`config.mk`:
```
export PLATFORM = sky130hd
export DESIGN_NAME = s2m_ingress
export DESIGN_NICKNAME = d
export VERILOG_FILES = /design/src/rtl/s2m_pkg.sv /design/src/rtl/s2m_fifo.sv /design/src/rtl/s2m_xfer_ctl.sv /design/src/rtl/s2m_ingress.sv
export SDC_FILE = /design/constraint.sdc
export NUM_CORES = 1
export LEC_CHECK = 0
export ABC_AREA = 1
export BUFFER_PORTS_ARGS = -buffer_cell sky130_fd_sc_hd__buf_2
export CAP_MARGIN = 20
export CORE_ASPECT_RATIO = 2
export CORE_MARGIN = 5
export CORE_UTILIZATION = 45
export CTS_CLUSTER_SIZE = 14
export DETAILED_ROUTE_END_ITERATION = 12
export GPL_ROUTABILITY_DRIVEN = 0
export PLACE_DENSITY = 0.72
export SETUP_SLACK_MARGIN = 0.15
export SYNTH_ARGS = -nofsm -noshare
export SYNTH_HDL_FRONTEND = slang
export SYNTH_SLANG_ARGS = --single-unit
```
`constraint.sdc`:
```
create_clock -name clk -period 5.52 [get_ports clk]
set_input_delay 0.276 -clock clk [delete_from_list [all_inputs] [get_ports clk]]
set_output_delay 0.276 -clock clk [all_outputs]
set_load 0.02 [all_outputs]
```
`src/rtl/s2m_pkg.sv`:
```
package s2m_pkg;
    localparam int DATA_W     = 32;
    localparam int BEAT_BYTES = DATA_W / 8;

    typedef enum logic [1:0] {
        ST_IDLE = 2'd0,
        ST_BUSY = 2'd1,
        ST_DONE = 2'd2,
        ST_ERR  = 2'd3
    } s2m_state_e;

    typedef struct packed {
        logic              last;
        logic [DATA_W-1:0] data;
    } s2m_beat_t;

    // true when the remaining byte budget is used up by one more beat
    function automatic logic budget_spent(input logic [31:0] remain);
        return remain <= 32'(BEAT_BYTES);
    endfunction
endpackage

```
`src/rtl/s2m_fifo.sv`:
```
module s2m_fifo
    import s2m_pkg::*;
#(
    parameter int DEPTH = 4
) (
    input  logic      clk,
    input  logic      rst,
    input  logic      flush,
    input  logic      push,
    input  s2m_beat_t push_beat,
    input  logic      pop,
    output s2m_beat_t head,
    output logic      empty,
    output logic      full
);
    localparam int PTR_W = (DEPTH > 1) ? $clog2(DEPTH) : 1;
    localparam int CNT_W = $clog2(DEPTH + 1);
    localparam logic [PTR_W-1:0] LAST_IDX = PTR_W'(DEPTH - 1);

    s2m_beat_t        slots [DEPTH];
    logic [PTR_W-1:0] wr_ptr, rd_ptr;
    logic [CNT_W-1:0] fill;

    assign empty = (fill == '0);
    assign full  = (fill == CNT_W'(DEPTH));
    assign head  = slots[rd_ptr];

    wire do_push = push && !full;
    wire do_pop  = pop && !empty;

    always_ff @(posedge clk) begin
        if (rst || flush) begin
            wr_ptr <= '0;
            rd_ptr <= '0;
            fill   <= '0;
        end else begin
            if (do_push) begin
                slots[wr_ptr] <= push_beat;
                wr_ptr <= (wr_ptr == LAST_IDX) ? '0 : wr_ptr + 1'b1;
            end
            if (do_pop)
                rd_ptr <= (rd_ptr == LAST_IDX) ? '0 : rd_ptr + 1'b1;
            case ({do_push, do_pop})
                2'b10:   fill <= fill + 1'b1;
                2'b01:   fill <= fill - 1'b1;
                default: fill <= fill;
            endcase
        end
    end
endmodule

```
`src/rtl/s2m_xfer_ctl.sv`:
```
module s2m_xfer_ctl
    import s2m_pkg::*;
#(
    parameter int ADDR_W = 32,
    parameter int LEN_W  = 16
) (
    input  logic              clk,
    input  logic              rst,
    input  logic              soft_rst,
    input  logic              start,
    input  logic [ADDR_W-1:0] base,
    input  logic [LEN_W-1:0]  len_bytes,
    input  logic              beat_avail,
    input  logic              beat_last,
    output s2m_state_e        state,
    output logic              flush,
    output logic              pop,
    output logic [ADDR_W-1:0] addr
);
    logic [LEN_W-1:0] remain;

    assign pop   = (state == ST_BUSY) && beat_avail;
    // only the first programming after a reset clears the buffer
    assign flush = soft_rst || (start && state == ST_IDLE);

    always_ff @(posedge clk) begin
        if (rst || soft_rst) begin
            state  <= ST_IDLE;
            remain <= '0;
            addr   <= '0;
        end else begin
            case (state)
                ST_IDLE, ST_DONE: begin
                    if (start) begin
                        state  <= ST_BUSY;
                        addr   <= base;
                        remain <= len_bytes;
                    end
                end
                ST_BUSY: begin
                    if (pop) begin
                        addr <= addr + ADDR_W'(BEAT_BYTES);
                        if (beat_last)
                            state <= ST_DONE;
                        else if (budget_spent(32'(remain)))
                            state <= ST_ERR;
                        else
                            remain <= remain - LEN_W'(BEAT_BYTES);
                    end
                end
                default: state <= ST_ERR;
            endcase
        end
    end
endmodule

```
`src/rtl/s2m_ingress.sv`:
```
module s2m_ingress
    import s2m_pkg::*;
#(
    parameter int DEPTH  = 4,
    parameter int ADDR_W = 32,
    parameter int LEN_W  = 16
) (
    input  logic              clk,
    input  logic              rst,
    input  logic [DATA_W-1:0] s_tdata,
    input  logic              s_tvalid,
    input  logic              s_tlast,
    output logic              s_tready,
    input  logic              ctl_start,
    input  logic [ADDR_W-1:0] ctl_base,
    input  logic [LEN_W-1:0]  ctl_len_bytes,
    input  logic              ctl_soft_rst,
    output logic [1:0]        status,
    output logic              mem_we,
    output logic [ADDR_W-1:0] mem_addr,
    output logic [DATA_W-1:0] mem_data
);
    s2m_beat_t  in_beat, head;
    logic       empty, full, flush, pop;
    s2m_state_e state;

    assign in_beat  = '{last: s_tlast, data: s_tdata};
    assign s_tready = !full && (state != ST_ERR);

    s2m_fifo #(.DEPTH(DEPTH)) u_buf (
        .clk       (clk),
        .rst       (rst),
        .flush     (flush),
        .push      (s_tvalid && s_tready),
        .push_beat (in_beat),
        .pop       (pop),
        .head      (head),
        .empty     (empty),
        .full      (full)
    );

    s2m_xfer_ctl #(.ADDR_W(ADDR_W), .LEN_W(LEN_W)) u_ctl (
        .clk        (clk),
        .rst        (rst),
        .soft_rst   (ctl_soft_rst),
        .start      (ctl_start),
        .base       (ctl_base),
        .len_bytes  (ctl_len_bytes),
        .beat_avail (!empty),
        .beat_last  (head.last),
        .state      (state),
        .flush      (flush),
        .pop        (pop),
        .addr       (mem_addr)
    );

    assign status   = state;
    assign mem_we   = pop;
    assign mem_data = head.data;
endmodule

```
---- Word level (Yosys, flattened, before mapping) ----
Memories as Yosys holds them, arrays and structs flattened. A register that Yosys moved wholly into a read port is not among the register bits.
Cells that the tools add are included.
storage, ports and cells
  bits in registers ....................... 57
  bits in writable memories ............... 132
  input port bits ......................... 86
  output and inout port bits .............. 68
  logic and storage cells ................. 67
  memories kept ........................... 1
operators by class
  $add $sub $neg .......................... 6
  order comparisons ....................... 1
  eq/ne operators ......................... 13
  mux-type cells .......................... 21
  reductions and logical operators ........ 19
memory list
  name         words  bits a word  rd ports  clocked after memory_dff  write ports  line            source
  u_buf.slots  4      33           1         1                         1            s2m_fifo.sv:20  s2m_beat_t slots [DEPTH];
operator list
  kind                   number
  $mux 16                4
  $mux 32                2
  $pmux 32 s2            1
  $add 32x3->32 const B  1
  $pmux 16 s2            1
  $le 16x3->1 const B    1
  $mux 2                 8
  $sub 16x3->16 const B  1
  $ne 2x2->1 const B     5
  $eq 2x2->1 const B     4
  $logic_and 1x1->1      6
  $pmux 3 s2             1
  $reduce_and 3->1       2
  $reduce_and 5->1       1
  $add 2x1->2 const B    2
  $eq 2x1->1 const B     2
  $pmux 2 s2             1
  $reduce_bool 2->1      2
  $add 3x1->3 const B    1
  $eq 3x3->1 const B     1
  $logic_not 3->1        1
  $logic_or 1x1->1       3
  $mux 1                 3
  $ne 3x3->1 const B     1
  4 further kinds        5

---- Depth between registers and ports, before layout ----
  depth in word-level cells ............... 8
  mapped depth ............................ 12
  gate-level depth less buffers ........... 12

---- Cells and area by module ----
A second synthesis with hierarchy kept.
unflattened totals
  cell total of the unflattened synthesis .. 1004
  area total of the unflattened synthesis .. 9103.7 um2
modules (own cells, without submodules)
  module        instances  cells an instance  area each (um2)  sequential area each (um2)
  s2m_fifo      1          392                5430.2           4144.0
  s2m_xfer_ctl  1          605                3642.2           1001.0
  s2m_ingress   1          7                  31.3             0.0

---- Least setup slack after synthesis ----
No wires, ideal clock.
  path kind ............................... reg2reg
  from .................................... reg u_ctl.state[0]
  to ...................................... mem u_buf.slots[0][0] (netlist bit), enable pin
  setup time .............................. 0.423 ns
  arrival time ............................ 2.742 ns
  required time ........................... 5.097 ns
  path slack .............................. 2.354 ns
  cell stages (with the launch flop) ...... 7
  buffers on the path ..................... 1
  clock period less this slack ............ 3.166 ns
  path through ............................ dfxtp_1 buf_4 nand2_2 inv_1 a21oi_1 nand3_1 nor2_1
between the ends
  cells in the longest elaborated chain, start to end .. 7
  elaborated cells on any way between the ends .. 11
  classes of those cells .................. 1 x eq/ne; 3 x mux; 7 x reduce/logical
ends and longest elaborated chain
  item                          line                source
  start, declared               s2m_xfer_ctl.sv:15  output s2m_state_e state,
  start signal, assigned        s2m_xfer_ctl.sv:28  state <= ST_IDLE;
  start signal, assigned        s2m_xfer_ctl.sv:35  state <= ST_BUSY;
  start signal, assigned        s2m_xfer_ctl.sv:44  state <= ST_DONE;
  $ne 2x2->1                    s2m_ingress.sv:28   assign s_tready = !full && (state != ST_ERR);
  $logic_and 1x1->1             s2m_ingress.sv:28
  named net s_tready            s2m_ingress.sv:13   output logic s_tready,
  $logic_and 1x1->1             s2m_ingress.sv:34   .push (s_tvalid && s_tready),
  $logic_and 1x1->1             s2m_fifo.sv:28      wire do_push = push && !full;
  $mux 1                        s2m_fifo.sv:37      if (do_push) begin
  $mux 1                        s2m_fifo.sv:32      if (rst || flush) begin
  $mux 1 (not written as such)  s2m_fifo.sv:38      slots[wr_ptr] <= push_beat;
  end, declared                 s2m_fifo.sv:20
The timed path passes the listed nets, and every way through them passes these cells.

---- Worst setup path after layout ----
  from .................................... reg u_ctl.state[0]
  to ...................................... reg u_ctl.remain[6]
between the ends
  cells in the longest elaborated chain, start to end .. 4
  elaborated cells on any way between the ends .. 12
  classes of those cells .................. 6 x eq/ne; 1 x mux; 5 x reduce/logical
ends and longest elaborated chain
  item                                                              line                                    source
  $eq 2x2->1, or another cell as far along                          s2m_xfer_ctl.sv:32                      case (state)
  $reduce_or 2->1 or $logic_and 1x1->1 (tied branches)              s2m_xfer_ctl.sv:32, s2m_xfer_ctl.sv:22
  $ne 2x2->1 (no source line) or $reduce_bool 2->1 (tied branches)  --
  $reduce_and 5->1 (no source line)                                 --
  end signal, assigned                                              s2m_xfer_ctl.sv:37                      remain <= len_bytes;
  end signal, assigned                                              s2m_xfer_ctl.sv:48                      remain <= remain - LEN_W'(BEAT_BYTES);
  end, declared                                                     s2m_xfer_ctl.sv:20                      logic [LEN_W-1:0] remain;
Parallel ways exist; a longest one is shown, timed or not.
A chain may end at the register's enable or synchronous reset.

==> impl.org <==
** Routing
- Summing over every cut layer, the via total after detailed routing is roughly 7,400.
- Drt wl/cell :: ~16 um
- The first detailed-routing pass ran for 5 iterations.
- Wirelength, routed :: 22,500 um
- Final antenna-violating net count :: 0
- The first routing iteration left 347 violations.
- Using the TritonRoute via totals, the vias-per-cell ratio works out to 5.28.
- DRC Markers :: 0

** STA
- Subtracting the final worst setup slack from the clock period gives 3.15 ns.
- Setup violations remaining at the end of the flow were counted as 0.
- Worst max-slew margin expressed relative to the limit :: 29.1%
- Achievable Freq :: around 0.32 GHz
- Worst Hold Slack :: 0.0663 ns
- Adding up every negative setup slack in the final design gives 0 ns.
- The worst path uses between 50 and 60% of the clock period.
- Clock skew on the completed layout was measured at between 0.01 and 0.015 ns.
- Number of hold violations in the final report :: 0
- Setup repair after global routing left no endpoint under its margin.
- The max-slew violation total from the final report is 0.
- Transition time of the tightest slew-check pin :: 1.06 ns

** Synthesis
- Share of synthesized area occupied by flip-flops and latches :: 58.2%
- Among all cell types in the netlist, the one instantiated most often is nand2_1.
- Yosys printed 0 warnings.
- Count of flip-flops with a built-in enable after synthesis :: roughly 130
- Of the post-synthesis cell area, the dominant cell type holds 44.8%.
- The number of different library cells used by synthesis comes to 34.
- In the synthesized netlist, the number of instances is 986.
- The cell area that synthesis handed to floorplanning was 0.00884 mm2.
- The number of nets in the synthesized netlist is between 1,000 and 1,500.
- Async S/R FF share, synth :: 0%
- edfxtp_1 takes more of the synthesized area than any other cell.
- Averaged over all synthesized cells, the footprint is 8.97 um2.
- Top cells by instance count after synthesis :: nand2_1, nor2_1, edfxtp_1
- In the synthesized netlist the dominant register cell turns out to be edfxtp_1.
- Counting flops and latches in the post-synthesis netlist gives 191.
- Top cells by area in the synthesized netlist :: edfxtp_1, dfxtp_1, nand2_1

** Clock tree
- Counting the buffers created by CTS gives 17.
- Insertion delay of the later-clocked pin in the worst-skew pair :: 0.43 ns
- Number of hold buffers added after cts :: 0
- Clock tree root buffer cell :: clkbuf_16
- The H-tree was split into 4 levels.
- TritonCTS built the clock tree.
- Clock tree sinks :: 191
- Clk buf depth :: 2
- Resize count post-CTS :: 0
- Once the clock tree was built, the setup fixing pass inserted 0 buffers.
- After clock tree synthesis, the clock-pin slew on the worst setup and hold paths is approximately 0.08 ns.

** Placement
- Area after detailed placement :: just under 0.01 mm2
- In this run the tool buffered the top-level ports with 153 buffer cells.
- Once detailed placement completed, the half-perimeter wirelength came to 15,600 um.

** Floorplanning
- The floorplan has 72 rows.
- Starting density of the core :: 45.7%
- 154 I/O pins were placed.
- The die is 109 um wide.
- The floorplan step set the die height to approximately 210 um.
- Core area :: around 0.019 mm2
- The die covers 0.0227 mm2.

** Flow run
- Max-cap viol count :: 0

** Power and ir drop
- LEAKAGE :: 0.00398 uW
- Across the VDD grid, the largest voltage drop is 0.000195 V.
- Power spread over the standard cell area amounts to approximately 300 mW/mm2.
- Sum of internal, switching and leakage power :: 3140 uW

** Critical path
- Worst Reg-to-Reg Cells :: 10
- Startpoint type of the worst setup path :: flip-flop
- Traced cell by cell, the critical path runs through buf_8 > inv_2 > nand2_1 > nand3_2 > inv_2 > nand2_2 > nor2_4 > nand2_1 > o21ai_0 > nor2_1.
- By startpoint and endpoint, the worst setup path is classified as reg -> reg.
- The worst setup path is captured at a flip-flop.
- At the worst endpoint, the required time is 5.81 ns.
- Maximum fanout encountered on the critical timing path :: 39
- Cell at the slowest stage of the critical path :: dfxtp_1
- Crit path largest cell delay :: 0.67 ns
- Data arrives at the worst endpoint at 3.44 ns.

** GRT
- The total overflow left after global routing is 0.
- In the global route stage, met3 resource usage came out at 4.40%.
- Most Used Layer, Global Route :: met2
- Global-route wire length before repair :: 35,700 um
- The number of antenna violations at the first check in global routing was 1.
- Entering global routing, the biggest net connects 68 pins.
- Global routing consumed, on the met1 layer, 20.2% of the routing resources.
- Number of global-route vias before repair :: 7,345
- Routing usage on met2 :: between 30% and 40%
- In the global route stage, overall resource usage came out at 20.2%.

** Layout
- Final net count :: 1,217
- Number of filler instances in the final layout :: 1,820
- Share of cells above drive strength 1 :: 20.5%
- Share of the core filled with cells :: 54.1%
- The finished cells cover roughly 0.010 mm2.
- Area growth from synthesis to layout :: 18.5%
- 0 antenna diodes ended up in the layout.

** Worst hold path
- Along the worst hold path, the cell count comes to 1.
- Type of the most critical hold path :: in -> reg

** Status
- Outcome :: finished clean
-- metal layers --
metal	up-vias	wire, um
met1	3450	8060
li1	3633	-
met5	-	13
met4	2	558
met2	225	12800
met3	47	1100
-- flip-flops by register name (all words and copies together), names as in the netlist, named ones only --
signal        flops
u_buf.fill        3
u_buf.rd_ptr      2
u_buf.slots     132
u_buf.wr_ptr      2
u_ctl.addr       32
u_ctl.remain     16
u_ctl.state       2
-- cells in the final DEF, fill, tap and decap left out, drive strengths merged, types with 6 or more instances in the layout --
master	n
edfxtp	132
nor2	188
o21ai	118
nand2	202
o21a	6
ha	9
clkbuf	17
clkinv	6
inv	71
buf	159
nand4	9
dfxtp	59
a21oi	60
nand3	45
o22ai	36
-- critical path, delay by kind of cell, from the launching register on --
family	cells	cell delay [ns]
simple gates	6	1.30
compound gates	1	0.08
flops	1	0.67
buf+inv	3	0.94
-- report_power, final --
group | switching [uW] | leakage, uW | internal (uW)
sequential | 29.0 | 0.00167 | 1550
combinational | 175 | 0.00200 | 94.3
clock | 590 | 0.000302 | 694
-- cell type report --
cell class                      count  area [um2]  share of cell area [%]
Sequential cell                   191        5150                    49.1
Multi-Input combinational cell    687        3280                    31.3
Inverter                           65         244                    2.33
Timing Repair Buffer              159         858                    8.19
Tap cell                          259         324                    3.09
Clock buffer                       17         425                    4.06
Clock inverter                     15         199                    1.90
-- logic make-up (layout without fill, tap and decap cells) --
group | Yosys count | count (layout) | share of synthesized area, %
xor gates and xnor gates | 1 | 1 | 0.0991
buffers and inverters | 108 | 256 | 5.04
AOI/OAI and AO/OA | 225 | 225 | 13.7
DFF | 191 | 191 | 58.2
and+or+nand+nor | 451 | 451 | 21.5
adders and majority gates | 10 | 10 | 1.50
-- stage by stage --
step / cells / worst slack (ns)
after floorplan: 986 / 2.35
after global placement: 1358 / 2.01
after detailed placement: 1358 / 1.90
after CTS: 1390 / 1.96
after global routing: 1393 / 2.08
final: 1393 / 2.37
-- path summary, 6_finish.rpt --
path	from	end	slack [ns]
worst min-delay path	s_tdata[2]	u_buf.slots[3][2]	0.07
worst max-delay path	u_ctl.state[0]	u_ctl.remain[6]	2.37
worst max register to register	u_ctl.state[0]	u_ctl.remain[6]	2.37
worst min register to register	u_ctl.addr[1]	u_ctl.addr[1]	0.44
(Power assumes the default switching activity.)
